==> src/rtl/ctl_pkg.sv <==
package ctl_pkg;

    localparam int OP_W   = 6;
    localparam int FN_W   = 6;
    localparam int ALU_W  = 6;
    localparam int SEL_W  = 2;

    typedef enum logic [OP_W-1:0] {
        OPC_RTYPE = 6'h00,
        OPC_JMP   = 6'h02,
        OPC_JAL   = 6'h03,
        OPC_BEQ   = 6'h04,
        OPC_ADDI  = 6'h08,
        OPC_ORI   = 6'h0D,
        OPC_LUI   = 6'h0F,
        OPC_LOAD  = 6'h23,
        OPC_STORE = 6'h2B,
        OPC_HALT  = 6'h3F
    } opcode_e;

    typedef enum logic [FN_W-1:0] {
        FN_JR  = 6'h08,
        FN_ADD = 6'h20,
        FN_SUB = 6'h22,
        FN_AND = 6'h24,
        FN_OR  = 6'h25,
        FN_SLT = 6'h2A
    } funct_e;

    typedef enum logic [ALU_W-1:0] {
        ALU_ADD   = 6'b000001,
        ALU_SUB   = 6'b000010,
        ALU_AND   = 6'b000011,
        ALU_OR    = 6'b000100,
        ALU_SLT   = 6'b000101,
        ALU_SHL16 = 6'b000110
    } alu_op_e;

    typedef enum logic [SEL_W-1:0] {
        NPC_SEQ    = 2'b00,
        NPC_BRANCH = 2'b01,
        NPC_REG    = 2'b10,
        NPC_TARGET = 2'b11
    } npc_sel_e;

    typedef enum logic [SEL_W-1:0] {
        DST_RD   = 2'b00,
        DST_RT   = 2'b01,
        DST_LINK = 2'b10
    } dst_sel_e;

    typedef enum logic [SEL_W-1:0] {
        WB_ALU  = 2'b00,
        WB_MEM  = 2'b01,
        WB_LINK = 2'b10
    } wb_sel_e;

    // kind of control transfer requested by the main decoder
    typedef enum logic [1:0] {
        XFER_NONE,
        XFER_COND,
        XFER_REG,
        XFER_ABS
    } xfer_e;

    typedef struct packed {
        alu_op_e  alu_op;
        logic     src_imm;
        logic     reg_we;
        dst_sel_e dst_sel;
        wb_sel_e  wb_sel;
        logic     mem_rd;
        logic     mem_wr;
        xfer_e    xfer;
        logic     halt;
    } ctl_t;

    function automatic ctl_t ctl_idle();
        ctl_t c;
        c.alu_op  = ALU_ADD;
        c.src_imm = 1'b0;
        c.reg_we  = 1'b0;
        c.dst_sel = DST_RD;
        c.wb_sel  = WB_ALU;
        c.mem_rd  = 1'b0;
        c.mem_wr  = 1'b0;
        c.xfer    = XFER_NONE;
        c.halt    = 1'b0;
        return c;
    endfunction

endpackage

==> src/rtl/ctl_funct_dec.sv <==
module ctl_funct_dec
    import ctl_pkg::*;
(
    input  logic [FN_W-1:0] funct_i,
    output alu_op_e         alu_op_o,
    output logic            arith_o,
    output logic            jr_o
);
    always_comb begin
        alu_op_o = ALU_ADD;
        arith_o  = 1'b1;
        jr_o     = 1'b0;
        case (funct_i)
            FN_ADD:  alu_op_o = ALU_ADD;
            FN_SUB:  alu_op_o = ALU_SUB;
            FN_AND:  alu_op_o = ALU_AND;
            FN_OR:   alu_op_o = ALU_OR;
            FN_SLT:  alu_op_o = ALU_SLT;
            FN_JR: begin
                arith_o = 1'b0;
                jr_o    = 1'b1;
            end
            default: arith_o = 1'b0;
        endcase
    end

    // an arithmetic function and a register jump are exclusive
    always_comb begin
        fn_excl_chk: assert (!(arith_o && jr_o));
    end
endmodule

==> src/rtl/ctl_main_dec.sv <==
module ctl_main_dec
    import ctl_pkg::*;
(
    input  logic [OP_W-1:0] opcode_i,
    input  alu_op_e         fn_alu_op_i,
    input  logic            fn_arith_i,
    input  logic            fn_jr_i,
    output ctl_t            ctl_o
);
    always_comb begin
        ctl_o = ctl_idle();
        case (opcode_i)
            OPC_RTYPE: begin
                if (fn_arith_i) begin
                    ctl_o.alu_op = fn_alu_op_i;
                    ctl_o.reg_we = 1'b1;
                end else if (fn_jr_i) begin
                    ctl_o.xfer = XFER_REG;
                end
            end
            OPC_ADDI: begin
                ctl_o.src_imm = 1'b1;
                ctl_o.reg_we  = 1'b1;
                ctl_o.dst_sel = DST_RT;
            end
            OPC_ORI: begin
                ctl_o.alu_op  = ALU_OR;
                ctl_o.src_imm = 1'b1;
                ctl_o.reg_we  = 1'b1;
                ctl_o.dst_sel = DST_RT;
            end
            OPC_LUI: begin
                ctl_o.alu_op  = ALU_SHL16;
                ctl_o.src_imm = 1'b1;
                ctl_o.reg_we  = 1'b1;
                ctl_o.dst_sel = DST_RT;
            end
            OPC_LOAD: begin
                ctl_o.src_imm = 1'b1;
                ctl_o.reg_we  = 1'b1;
                ctl_o.dst_sel = DST_RT;
                ctl_o.wb_sel  = WB_MEM;
                ctl_o.mem_rd  = 1'b1;
            end
            OPC_STORE: begin
                ctl_o.src_imm = 1'b1;
                ctl_o.mem_wr  = 1'b1;
            end
            OPC_BEQ: begin
                ctl_o.alu_op = ALU_SUB;
                ctl_o.xfer   = XFER_COND;
            end
            OPC_JMP: ctl_o.xfer = XFER_ABS;
            OPC_JAL: begin
                ctl_o.xfer    = XFER_ABS;
                ctl_o.reg_we  = 1'b1;
                ctl_o.dst_sel = DST_LINK;
                ctl_o.wb_sel  = WB_LINK;
            end
            OPC_HALT: ctl_o.halt = 1'b1;
            default: ;
        endcase
    end

    // a store never writes the register file
    always_comb begin
        store_no_wb_chk: assert (!(ctl_o.mem_wr && ctl_o.reg_we));
    end
endmodule

==> src/rtl/ctl_next_pc.sv <==
module ctl_next_pc
    import ctl_pkg::*;
(
    input  xfer_e    xfer_i,
    input  logic     zero_i,
    output npc_sel_e npc_o
);
    always_comb begin
        unique case (xfer_i)
            XFER_COND: npc_o = zero_i ? NPC_BRANCH : NPC_SEQ;
            XFER_REG:  npc_o = NPC_REG;
            XFER_ABS:  npc_o = NPC_TARGET;
            default:   npc_o = NPC_SEQ;
        endcase
    end

    // the branch target is chosen only on an equal compare
    always_comb begin
        br_needs_zero_chk: assert (npc_o != NPC_BRANCH || zero_i);
    end
endmodule

==> src/rtl/ctl_decoder_top.sv <==
module ctl_decoder_top
    import ctl_pkg::*;
(
    input  logic             clk,
    input  logic             rst,
    input  logic [OP_W-1:0]  opcode_i,
    input  logic [FN_W-1:0]  funct_i,
    input  logic             zero_i,
    output logic [ALU_W-1:0] alu_op_o,
    output logic             alu_src_imm_o,
    output logic             reg_we_o,
    output logic [SEL_W-1:0] wr_reg_sel_o,
    output logic [SEL_W-1:0] wr_data_sel_o,
    output logic             mem_rd_o,
    output logic             mem_wr_o,
    output logic [SEL_W-1:0] pc_sel_o,
    output logic             halt_o
);
    alu_op_e  fn_alu_op;
    logic     fn_arith;
    logic     fn_jr;
    ctl_t     ctl;
    npc_sel_e npc;
    logic     halted_q;
    logic     stop;

    ctl_funct_dec u_fn (
        .funct_i  (funct_i),
        .alu_op_o (fn_alu_op),
        .arith_o  (fn_arith),
        .jr_o     (fn_jr)
    );

    ctl_main_dec u_main (
        .opcode_i    (opcode_i),
        .fn_alu_op_i (fn_alu_op),
        .fn_arith_i  (fn_arith),
        .fn_jr_i     (fn_jr),
        .ctl_o       (ctl)
    );

    ctl_next_pc u_npc (
        .xfer_i (ctl.xfer),
        .zero_i (zero_i),
        .npc_o  (npc)
    );

    always_ff @(posedge clk) begin
        if (rst)
            halted_q <= 1'b0;
        else if (ctl.halt)
            halted_q <= 1'b1;
    end

    assign stop = halted_q | ctl.halt;

    always_comb begin
        alu_op_o      = ctl.alu_op;
        alu_src_imm_o = ctl.src_imm;
        reg_we_o      = ctl.reg_we & ~stop;
        wr_reg_sel_o  = ctl.dst_sel;
        wr_data_sel_o = ctl.wb_sel;
        mem_rd_o      = ctl.mem_rd & ~stop;
        mem_wr_o      = ctl.mem_wr & ~stop;
        pc_sel_o      = stop ? NPC_SEQ : npc;
        halt_o        = stop;
    end


    mem_excl_chk: assert property (@(posedge clk) disable iff (rst)
        !(mem_rd_o && mem_wr_o));


    halt_sticky_chk: assert property (@(posedge clk) disable iff (rst)
        halt_o |=> halt_o);


    halt_quiet_chk: assert property (@(posedge clk) disable iff (rst)
        halt_o |-> (!reg_we_o && !mem_wr_o && !mem_rd_o && pc_sel_o == 2'b00));


    link_chk: assert property (@(posedge clk) disable iff (rst)
        (reg_we_o && wr_reg_sel_o[1]) |-> (wr_data_sel_o[1] && pc_sel_o == 2'b11));


    halt_op_chk: assert property (@(posedge clk) disable iff (rst)
        (opcode_i == 6'h3F) |-> halt_o);
endmodule

==> config.mk <==
export PLATFORM = sky130hd
export DESIGN_NAME = ctl_decoder_top
export DESIGN_NICKNAME = d
export VERILOG_FILES = /design/src/rtl/ctl_pkg.sv /design/src/rtl/ctl_funct_dec.sv /design/src/rtl/ctl_main_dec.sv /design/src/rtl/ctl_next_pc.sv /design/src/rtl/ctl_decoder_top.sv
export SDC_FILE = /design/constraint.sdc
export NUM_CORES = 1
export LEC_CHECK = 0
export BUFFER_PORTS_ARGS = -buffer_cell sky130_fd_sc_hd__buf_2
export CORE_AREA = 2 2 39 41
export DETAILED_ROUTE_END_ITERATION = 10
export DIE_AREA = 0 0 41 43
export HOLD_SLACK_MARGIN = 0.02
export PLACE_DENSITY = 0.66
export REMOVE_ABC_BUFFERS = 1
export SYNTH_ARGS = -nofsm -noshare
export SYNTH_HDL_FRONTEND = slang
export SYNTH_SLANG_ARGS = --single-unit
==> constraint.sdc <==
create_clock -name clk -period 3.5 [get_ports clk]
set_clock_uncertainty 0.15 [all_clocks]
set_input_delay 0.35 -clock clk [delete_from_list [all_inputs] [get_ports clk]]
set_output_delay 0.35 -clock clk [all_outputs]
set_load 0.02 [all_outputs]
# == Word level (Yosys, flattened, before mapping) ==
# Index checks and enable logic that the tools add are counted.
# word_totals
ff_bits,1
wordCells,49
# classes
eq_ne,18
mux,19
n_bitwise,5
reduce_logical,6
# op_table
operator,count
$eq 6x6->1 const B,8
$eq 6x4->1 const B,4
$pmux 3 s4,2
$reduce_or 5->1,3
$eq 6x2->1 const B,2
$pmux 2 s3,2
$mux 1,8
$pmux 2 s2,2
$eq 6x3->1 const B,1
$logic_not 6->1,1
$mux 2,3
$eq 2x2->1 const B,2
$reduce_or 4->1,1
$and 1x1->1,3
$mux 3,1
$eq 2x1->1 const B,1
$pmux 1 s2,1
$reduce_or 2->1,1
$not 1->1,1
$or 1x1->1,1

# == Longest topological paths before layout ==
# Gate-level depths: netlist of the first run.
# logic_depth
word_depth,8
mapped_depth,5

# == Modules after synthesis ==
# Synthesis of the first run repeated with hierarchy kept, for this count alone.
# unflattened
hier_cells,75
area_unflattened_um2,546.8
# by_module_without_submodules
module,instances,cells_each,area_each_um2,seq_area_each_um2
ctl_main_dec,1,47,325.3,0.0
ctl_funct_dec,1,18,136.4,0.0
ctl_decoder_top,1,8,73.8,20.0
ctl_next_pc,1,2,11.3,0.0

# == Least setup slack after synthesis of the first run ==
# No wires, ideal clock.
# synth_path
kind,in2out
start,in opcode_i[3]
end,out alu_op_o[1]
arrival_time_ps,1763
required_ps,3000
path_slack_ps,1237
cell_stages,4
cell_sequence,clkbuf_1 -> nor3_2 -> nand4b_1 -> o41ai_1
# synth_between
elab_chain_cells,2
# synth_lines
element,line_no,rtl
start: declaration,ctl_decoder_top.sv:6,"input logic [OP_W-1:0] opcode_i,"
"$eq 6x3->1, or another cell as far along",ctl_main_dec.sv:12,case (opcode_i)
$pmux 3 s4 (*),ctl_main_dec.sv:12,
end: declaration,ctl_decoder_top.sv:9,"output logic [ALU_W-1:0] alu_op_o,"
# Mark *: on every way between the ends. The rest lies on a longest branch, timed or not.

# == Worst setup path after layout of the first run ==
# layout_path
start,in funct_i[1]
end,out alu_op_o[0]
# layout_between
elab_chain_cells,5
# layout_lines
element,line_no,rtl
start: declaration,ctl_decoder_top.sv:7,"input logic [FN_W-1:0] funct_i,"
$eq 6x6->1,ctl_funct_dec.sv:13,case (funct_i)
$reduce_or 5->1 (no source line),-,
$mux 1,ctl_funct_dec.sv:13,
$mux 3 (*),ctl_main_dec.sv:14,if (fn_arith_i) begin
$pmux 3 s4 (*),ctl_main_dec.sv:12,
# Marks and branches as above.

==> results.sh, run 1 <==
export IMPL_final_common_cell="buf_2"
export IMPL_min_delay_start="rst"
export IMPL_grt_pass1_wl_um=1676
export IMPL_setup_viol=0
export IMPL_grt_pass1_vias=440
export IMPL_end_kind="output pin"
export IMPL_startpoint="funct_i[1]"
export IMPL_drt_iter0_markers=9
export IMPL_synthCells=66
export IMPL_critical_path_class="in2out"
export IMPL_die_x_um=41
export IMPL_leakage_uw=0.0002726
export IMPL_ys_flop_type="dfxtp_1"
export IMPL_fin_crit_ps=2223
export IMPL_nets=103
export IMPL_async_flop_share=0
export IMPL_largest_reg_flops=1
export IMPL_hold_buffers=0
export IMPL_clkSlewWorstSetupHoldPaths_ps=0
export IMPL_rows=14
export IMPL_layout_common_cells="buf_2 (28), nor3_1 (5), nor2_1 (5), inv_1 (5)"
export IMPL_drv_cap=0
export IMPL_core_mm2=0.001384
export IMPL_synth_edff_count=0
export IMPL_place_gp_congestion=0.7023
export IMPL_drc=0
export IMPL_diodes=0
export IMPL_syn_area_per_cell_um2=6.465
export IMPL_timing_rr_start="halted_q"
export IMPL_ys_types=38
export IMPL_dieArea_mm2=0.001763
export IMPL_syn2layout_area_growth_pct=25.22
export IMPL_rsz0062_at_grt="no"
export IMPL_placedCellCount=102
export IMPL_grt_remaining_overflow=0
export IMPL_critPathLaunchType="primary input"
export IMPL_fin_cells=102
export IMPL_postCtsSetupRepairBufs=0
export IMPL_clk_latency_ps=0
export IMPL_cp_max_fo=8
export IMPL_synth_seq_area_share=0.04692
export IMPL_drt_total_wl_um=1159
export IMPL_hp_class="in2reg"
export IMPL_grtUsageTotal=0.1250
export IMPL_dr_total_vias=540
export IMPL_io_buffers=28
export IMPL_power_density_mw_per_mm2=110.2
export IMPL_finalCritPeriodShare=0.6350
export IMPL_top_register="halted_q"
export IMPL_hold_viol=0
export IMPL_post_route_cells_drive_above_1_share=0.3605
export IMPL_dr_pass1_iters=4
export IMPL_multi_input_area_um2=335.3
export IMPL_dp_hpwl_um=915.6
export IMPL_arrival_ps=1720
export IMPL_antenna_left=0
export IMPL_vias_per_cell=5.294
export IMPL_num_io_pins=32
export IMPL_ys_warn_count=0
export IMPL_syn_cell_area_um2=426.7
export IMPL_fp_dieH_um=43
export IMPL_grt_max_degree=11
export IMPL_reg_top3="halted_q x1"
export IMPL_peakVddDrop_mv=0.06956
export IMPL_ff_latch_area_um2=20.02
export IMPL_slew_viol_final=0
export IMPL_fmax_mhz=449.9
export IMPL_fillers=170
export IMPL_required_ps=3000
export IMPL_ys_seq_elements=1
export IMPL_cts_resized=0
export IMPL_outcome="completed"
export IMPL_antenna_found_initial=0
export IMPL_tns_ps=0
export IMPL_wire_per_inst_um=11.36
export IMPL_start_util=0.3083
cell type report:
type | instances | share of cell area
Timing Repair Buffer | 28 | 0.2623
Multi-Input combinational cell | 52 | 0.6276
Sequential cell | 1 | 0.03747
Tap cell | 16 | 0.03747
Inverter | 5 | 0.03513
kinds of logic after synthesis:
logic type | count (synthesis) | synth area share
AOI/OAI and AO/OA | 18 | 0.3343
xor gates and xnor gates | 1 | 0.02053
buffers and inverters | 15 | 0.1848
DFF | 1 | 0.04692
other | 1 | 0.008789
and+or+nand+nor | 30 | 0.4047
where the power goes:
group	switching, µW	internal (µW)	total (µW)
Clock	0	0	0
Sequential	0.0583	11.8	11.8
Combinational	29.6	17.4	47.0
Total	29.6	29.2	58.9
path summary, 6_finish.rpt:
path,depth (start not counted),slack [ps],to
min reg2reg,2,470,halted_q
max reg2reg,2,2630,halted_q
min,2,360,halted_q
max,6,1280,alu_op_o[0]
worst max-delay path, cell delays in order:
cell and delay (ps):
buf_2 150, or3b_1 380, a2111oi_2 310, o21ai_1 90
a211o_1 290, buf_2 150
routing by layer:
layer,share of wire,wire length (µm),vias to the layer above,GRT usage
met3,0.090,104,0,0
met5,0,0,-,0
li1,-,-,281,-
met1,0.46,534,235,0.1778
met2,0.45,520,24,0.2156
met4,0,0,0,0
through the flow:
stage	total power (µW)	setup WS (ps)	utilization	area (µm²)	hold slack, ps
after global routing	63.78	1218	0.3861	534.3	377.8
after floorplan	35.29	1447	-	374.1	272.4
after CTS	58.98	1264	0.3861	534.3	368.1
after global placement	57.86	1275	0.3861	534.3	356.3
after detailed placement	58.73	1266	0.3861	534.3	367.6
final	58.86	1277	0.3861	534.3	364.1
Yosys cell counts, types with 2 or more instances:
library cell / n / area (µm²)
nor2_1: 5 / 18.77
clkbuf_1: 5 / 18.77
a31oi_1: 2 / 12.51
inv_1: 5 / 18.77
buf_4: 4 / 30.03
nor3_1: 5 / 25.02
nand2_1: 3 / 11.26
nand3b_1: 3 / 22.52
nand3_1: 2 / 10.01
and3_1: 3 / 18.77
o22ai_1: 2 / 12.51
No activity file was read; power rests on OpenSTA's default activity.
==> run 2, diff against run 1 <==
Settings changed: PLACE_DENSITY 0.66 to 0.69.
Clock period 3.5 ns to 1.84 ns, I/O delays scaled along.
==> run 2 against run 1 <==
The run now ends with setup timing left. Worst setup slack worse by 1300 ps. Critical path depth stayed put. Core utilization is 3.6 points higher. Total power is 110% higher. Critical endpoint unchanged.
==> results.sh, run 2 (synthesized netlist as in run 1, its figures left out) <==
export IMPL_grt_pass1_vias=486
export IMPL_arrival_ps=1510
export IMPL_drt_iter0_markers=4
export IMPL_critPathLaunchType="primary input"
export IMPL_largest_reg_flops=1
export IMPL_cp_max_fo=2
export IMPL_num_io_pins=32
export IMPL_min_delay_start="rst"
export IMPL_violations="setup timing"
export IMPL_grt_max_degree=11
export IMPL_grt_pass1_wl_um=1911
export IMPL_slowest_stage="or3b_4"
export IMPL_power_density_mw_per_mm2=211.6
export IMPL_place_gp_congestion=0.8463
export IMPL_pwr_share_seq=0.182
export IMPL_finalCritPeriodShare=1.003
export IMPL_nets=107
export IMPL_fin_cells=106
export IMPL_fmax_mhz=541.7
export IMPL_core_mm2=0.001384
export IMPL_total_power_uw=123.7
export IMPL_clock_power_share=0
export IMPL_reg_top3="halted_q x1"
export IMPL_hold_depth=2
export IMPL_setup_viol=1
export IMPL_rsz0062_at_grt="yes"
export IMPL_leakage_uw=0.0002947
export IMPL_grt_remaining_overflow=0
export IMPL_r2r_slack_ps=970
export IMPL_hold_buffers=0
export IMPL_die_x_um=41
export IMPL_dp_hpwl_um=966.9
export IMPL_post_route_cells_drive_above_1_share=0.4111
export IMPL_drc=0
export IMPL_top_register="halted_q"
export IMPL_tns_ps=-5.990
export IMPL_dieArea_mm2=0.001763
export IMPL_slew_viol_final=0
export IMPL_vias_per_cell=5.217
export IMPL_diodes=0
export IMPL_cp_cell_sequence="buf_2 > or3b_4 > a2111oi_4 > o21ai_1 > a211o_1 > buf_2"
export IMPL_outcome="finished with violations"
export IMPL_antenna_left=0
export IMPL_clk_latency_ps=0
export IMPL_syn2layout_area_growth_pct=36.95
export IMPL_timing_rr_start="halted_q"
export IMPL_placedCellCount=106
export IMPL_max_stage_delay_ps=400
export IMPL_intPower_uw=62.36
export IMPL_required_ps=1510
export IMPL_path_common_cell="buf_2"
export IMPL_comb_power_share=0.818
export IMPL_dr_pass1_iters=4
export IMPL_p_sw_uw=61.30
export IMPL_hold_viol=0
export IMPL_clkSlewWorstSetupHoldPaths_ps=0
export IMPL_r2r_cells=2
export IMPL_layout_common_cells="buf_2 (28), nor3_1 (5), nor2_1 (5), inv_1 (5), buf_4 (4)"
export IMPL_start_util=0.3083
export IMPL_wire_per_inst_um=11.43
export IMPL_fp_dieH_um=43
export IMPL_antenna_found_initial=0
export IMPL_critical_path_class="in2out"
export IMPL_fillers=149
export IMPL_hp_class="in2reg"
export IMPL_drv_cap=0
export IMPL_dr_total_vias=553
export IMPL_final_common_cell="buf_2"
export IMPL_fin_crit_ps=1846
export IMPL_r2r_end="halted_q"
export IMPL_worstHoldEndpoint="halted_q"
export IMPL_power_share_switching=0.4957
export IMPL_grtUsageTotal=0.1421
export IMPL_rows=14
export IMPL_end_kind="output pin"
export IMPL_drt_total_wl_um=1212
export IMPL_io_buffers=28
export IMPL_layout_setup_ws_ps=-5.990
export IMPL_peakVddDrop_mv=0.09094
-- run 2: cell count changes in the layout (fill, tap and decap cells not counted) --
| cell | previous run | this run |
|---|---|---|
| a2111oi_4 | 0 | 1 |
| buf_4 | 0 | 4 |
| or3b_1 | 1 | 0 |
| or3b_4 | 0 | 1 |
| nor3b_2 | 0 | 1 |
| a2111oi_2 | 1 | 0 |
| nor3b_1 | 1 | 0 |
-- run 2: per-layer routing --
metal / up-vias / track usage / part of all wire
met1: 252 / 0.1815 / 0.43
met5: - / 0 / 0
met2: 16 / 0.2625 / 0.51
met4: 0 / 0 / 0
met3: 0 / 0.005236 / 0.060
li1: 285 / - / -
-- run 2: cell type report --
class	count	area (µm²)	share of cell area
Tap cell	16	20.02	0.03426
Timing Repair Buffer	32	170.2	0.2912
Inverter	5	18.77	0.03212
Multi-Input combinational cell	52	355.3	0.6081
Sequential cell	1	20.02	0.03426
-- run 2: power groups by stage --
stage	logic (µW)	clock network [µW]	registers (µW)
after floorplan	44.6	0	22.5
after global placement	94.4	0	22.5
after detailed placement	96.0	0	22.5
after CTS	96.3	0	22.5
after global routing	110	0	22.6
final	101	0	22.5
-- run 2: critical path: cells and delay by family --
| family | cells | cell delay, ps |
|---|---|---|
| buffers and inverters | 2 | 260 |
| and+or+nand+nor | 1 | 400 |
| AOI/OAI and AO/OA | 3 | 670 |
-- run 2: worst max-delay path by stage --
stage	to	slack, ps	startpoint	cells past startpoint
after floorplan	alu_op_o[1]	120	opcode_i[3]	3
after global placement	alu_op_o[0]	10	funct_i[0]	6
after detailed placement	alu_op_o[0]	-1	funct_i[0]	6
after CTS	alu_op_o[0]	-9	funct_i[0]	6
after global routing	alu_op_o[0]	-70	funct_i[0]	6
final	alu_op_o[0]	-6	funct_i[0]	6
-- run 2: what timing repair did --
item,in CTS,in global routing
gates cloned,0,0
gates resized for setup,0,3
buffers inserted,0,0
endpoints found under the setup margin,1,3
-- run 2: per-stage QoR --
stage	hold WS (ps)	area (µm²)	util	setup WS, ps
2_1_floorplan	106.4	374.1	-	118.6
3_3_place_gp	190.3	564.3	0.4078	11.67
3_5_place_dp	193.6	564.3	0.4078	-1.014
4_1_cts	193.6	564.3	0.4078	-9.282
5_1_grt	211.5	584.3	0.4222	-74.68
6_report	192.3	584.3	0.4222	-5.990
==> run 3, diff against run 2 <==
Settings changed: ABC_AREA from default to 1, PLACE_DENSITY 0.69 to 0.67.
==> run 3 against run 2 <==
The run now ends clean. Combinational power shrank 17%. Worst setup slack gained 360 ps. Cell area shrank 6.0%. Register-to-register slack gained 150 ps.
==> results.sh, run 3 <==
export IMPL_grt_max_degree=7
export IMPL_leakage_uw=0.0003686
export IMPL_drt_iter0_markers=6
export IMPL_clock_power_share=0
export IMPL_drc=0
export IMPL_fillers=171
export IMPL_critical_path_class="in2out"
export IMPL_fin_area_um2=549.3
export IMPL_pwr_share_seq=0.212
export IMPL_end_kind="output pin"
export IMPL_hold_viol=0
export IMPL_layout_common_cells="buf_2 (28), nor2_1 (17), inv_1 (15)"
export IMPL_power_share_switching=0.5235
export IMPL_ys_warn_count=0
export IMPL_ys_types=20
export IMPL_async_flop_share=0
export IMPL_start_util=0.2920
export IMPL_yosysTopAreaCell="nor2_1"
export IMPL_grt_pass1_wl_um=1697
export IMPL_post_dp_cell_area_um2=549.3
export IMPL_diodes=0
export IMPL_drv_cap=0
export IMPL_dieArea_mm2=0.001763
export IMPL_vias_per_cell=4.475
export IMPL_wire_per_inst_um=8.325
export IMPL_dr_pass1_iters=4
export IMPL_rsz0062_at_grt="no"
export IMPL_outcome="completed"
export IMPL_synthMostInstantiatedCell="nor2_1"
export IMPL_rows=14
export IMPL_ys_flop_type="dfxtp_1"
export IMPL_dp_hpwl_um=902.8
export IMPL_largest_reg_flops=1
export IMPL_slew_viol_final=0
export IMPL_clk_latency_ps=0
export IMPL_fp_dieH_um=43
export IMPL_arrival_ps=1150
export IMPL_post_route_cells_drive_above_1_share=0.3846
export IMPL_reg_top3="halted_q x1"
export IMPL_core_mm2=0.001384
export IMPL_top_register="halted_q"
export IMPL_hp_class="in2reg"
export IMPL_syn_area_per_cell_um2=5.249
export IMPL_grtUsageTotal=0.1250
export IMPL_clkSlewWorstSetupHoldPaths_ps=0
export IMPL_hold_buffers=0
export IMPL_synthCells=77
export IMPL_tns_ps=0
export IMPL_fin_crit_ps=1486
export IMPL_synth_top_area_frac=0.1579
export IMPL_drt_total_wl_um=999
export IMPL_intPower_uw=50.45
export IMPL_p_sw_uw=55.43
export IMPL_die_x_um=41
export IMPL_io_buffers=28
export IMPL_setup_viol=0
export IMPL_comb_power_share=0.788
export IMPL_required_ps=1510
export IMPL_dr_total_vias=537
export IMPL_peakVddDrop_mv=0.1368
export IMPL_synth_seq_area_share=0.04954
export IMPL_grt_remaining_overflow=0
export IMPL_antenna_found_initial=0
export IMPL_cts_resized=0
export IMPL_ys_seq_elements=1
export IMPL_syn_cell_area_um2=404.1
export IMPL_nets=121
export IMPL_synth_commonest_cells="nor2_1 (17), inv_1 (15), nand2_1 (11)"
export IMPL_power_density_mw_per_mm2=192.8
export IMPL_cp_max_fo=3
export IMPL_syn2layout_area_growth_pct=35.91
export IMPL_fmax_mhz=672.9
export IMPL_synth_edff_count=0
export IMPL_ys_top_cells_by_area="nor2_1 (16%), inv_1 (14%), nand2_1 (10%)"
export IMPL_critPathLaunchType="primary input"
export IMPL_antenna_left=0
export IMPL_num_io_pins=32
export IMPL_postCtsSetupRepairBufs=0
export IMPL_place_gp_congestion=0.8450
export IMPL_finalCritPeriodShare=0.8076
export IMPL_final_common_cell="buf_2"
export IMPL_grt_pass1_vias=421
[run 3: cell types whose count changed in the layout (fill, tap and decap cells not counted), moves of 4 or more]
cell     delta
inv_1      +10
nor2_1     +12
nand2_1     +8
nand3_1     +5
buf_4       -4
[run 3: per-layer routing]
metal	GRT usage	vias to the layer above	wire, µm
met5	0	-	0
met4	0	0	0
met3	0	0	62
met2	0.1938	15	438
met1	0.2000	228	498
li1	-	294	-
[run 3: cells by family (layout without fill, tap and decap cells)]
group           Yosys count  count (layout)  share of synthesized area
compound gates            6               6                     0.1022
flops                     1               1                    0.04954
other cells               1               3                   0.009279
simple gates             50              50                     0.6347
buf+inv                  19              44                     0.2043
[run 3: power by group through the flow]
| stage | sequential, µW | clock (µW) | combinational (µW) |
|---|---|---|---|
| after floorplan | 22.5 | 0 | 49.8 |
| after global placement | 22.5 | 0 | 82.4 |
| after detailed placement | 22.5 | 0 | 83.3 |
| after CTS | 22.5 | 0 | 83.6 |
| after global routing | 22.5 | 0 | 93.6 |
| final | 22.5 | 0 | 83.4 |
[run 3: cell type report]
type | count | area, µm² | area share
multi-input combinational | 59 | 309.0 | 0.5626
timing repair buffer | 28 | 140.1 | 0.2551
inverter | 16 | 60.06 | 0.1093
sequential | 1 | 20.02 | 0.03645
tap | 16 | 20.02 | 0.03645
[run 3: metrics by stage]
| stage | hold WS, ps | util | setup slack [ps] | total power (µW) | instances |
|---|---|---|---|---|---|
| 3_5_place_dp | 192.3 | 0.3969 | 345.3 | 105.8 | 120 |
| 4_1_cts | 195.5 | 0.3969 | 348.2 | 106.1 | 120 |
| 5_1_grt | 204.3 | 0.3969 | 241.7 | 116.1 | 120 |
| 3_3_place_gp | 193.2 | 0.3969 | 361.6 | 104.8 | 120 |
| 6_report | 194.4 | 0.3969 | 353.9 | 105.9 | 120 |
| 2_1_floorplan | 106.4 | - | 396.6 | 72.24 | 76 |
[run 3: critical path, cell delays in order]
cell and delay (ps):
buf_2 110, nor2_1 190, nand3_1 130, nand2_1 100, nor2_1 60, nand2_1 50, nand2_1 60, a21oi_2 100
buf_2 170
[run 3: worst paths after layout]
kind	startpoint	to	slack, ps	cells past startpoint
worst max-delay path	funct_i[1]	reg_we_o	350	9
worst min-delay path	rst	halted_q	190	2
worst max register to register	halted_q	halted_q	1120	2
worst min register to register	halted_q	halted_q	300	2
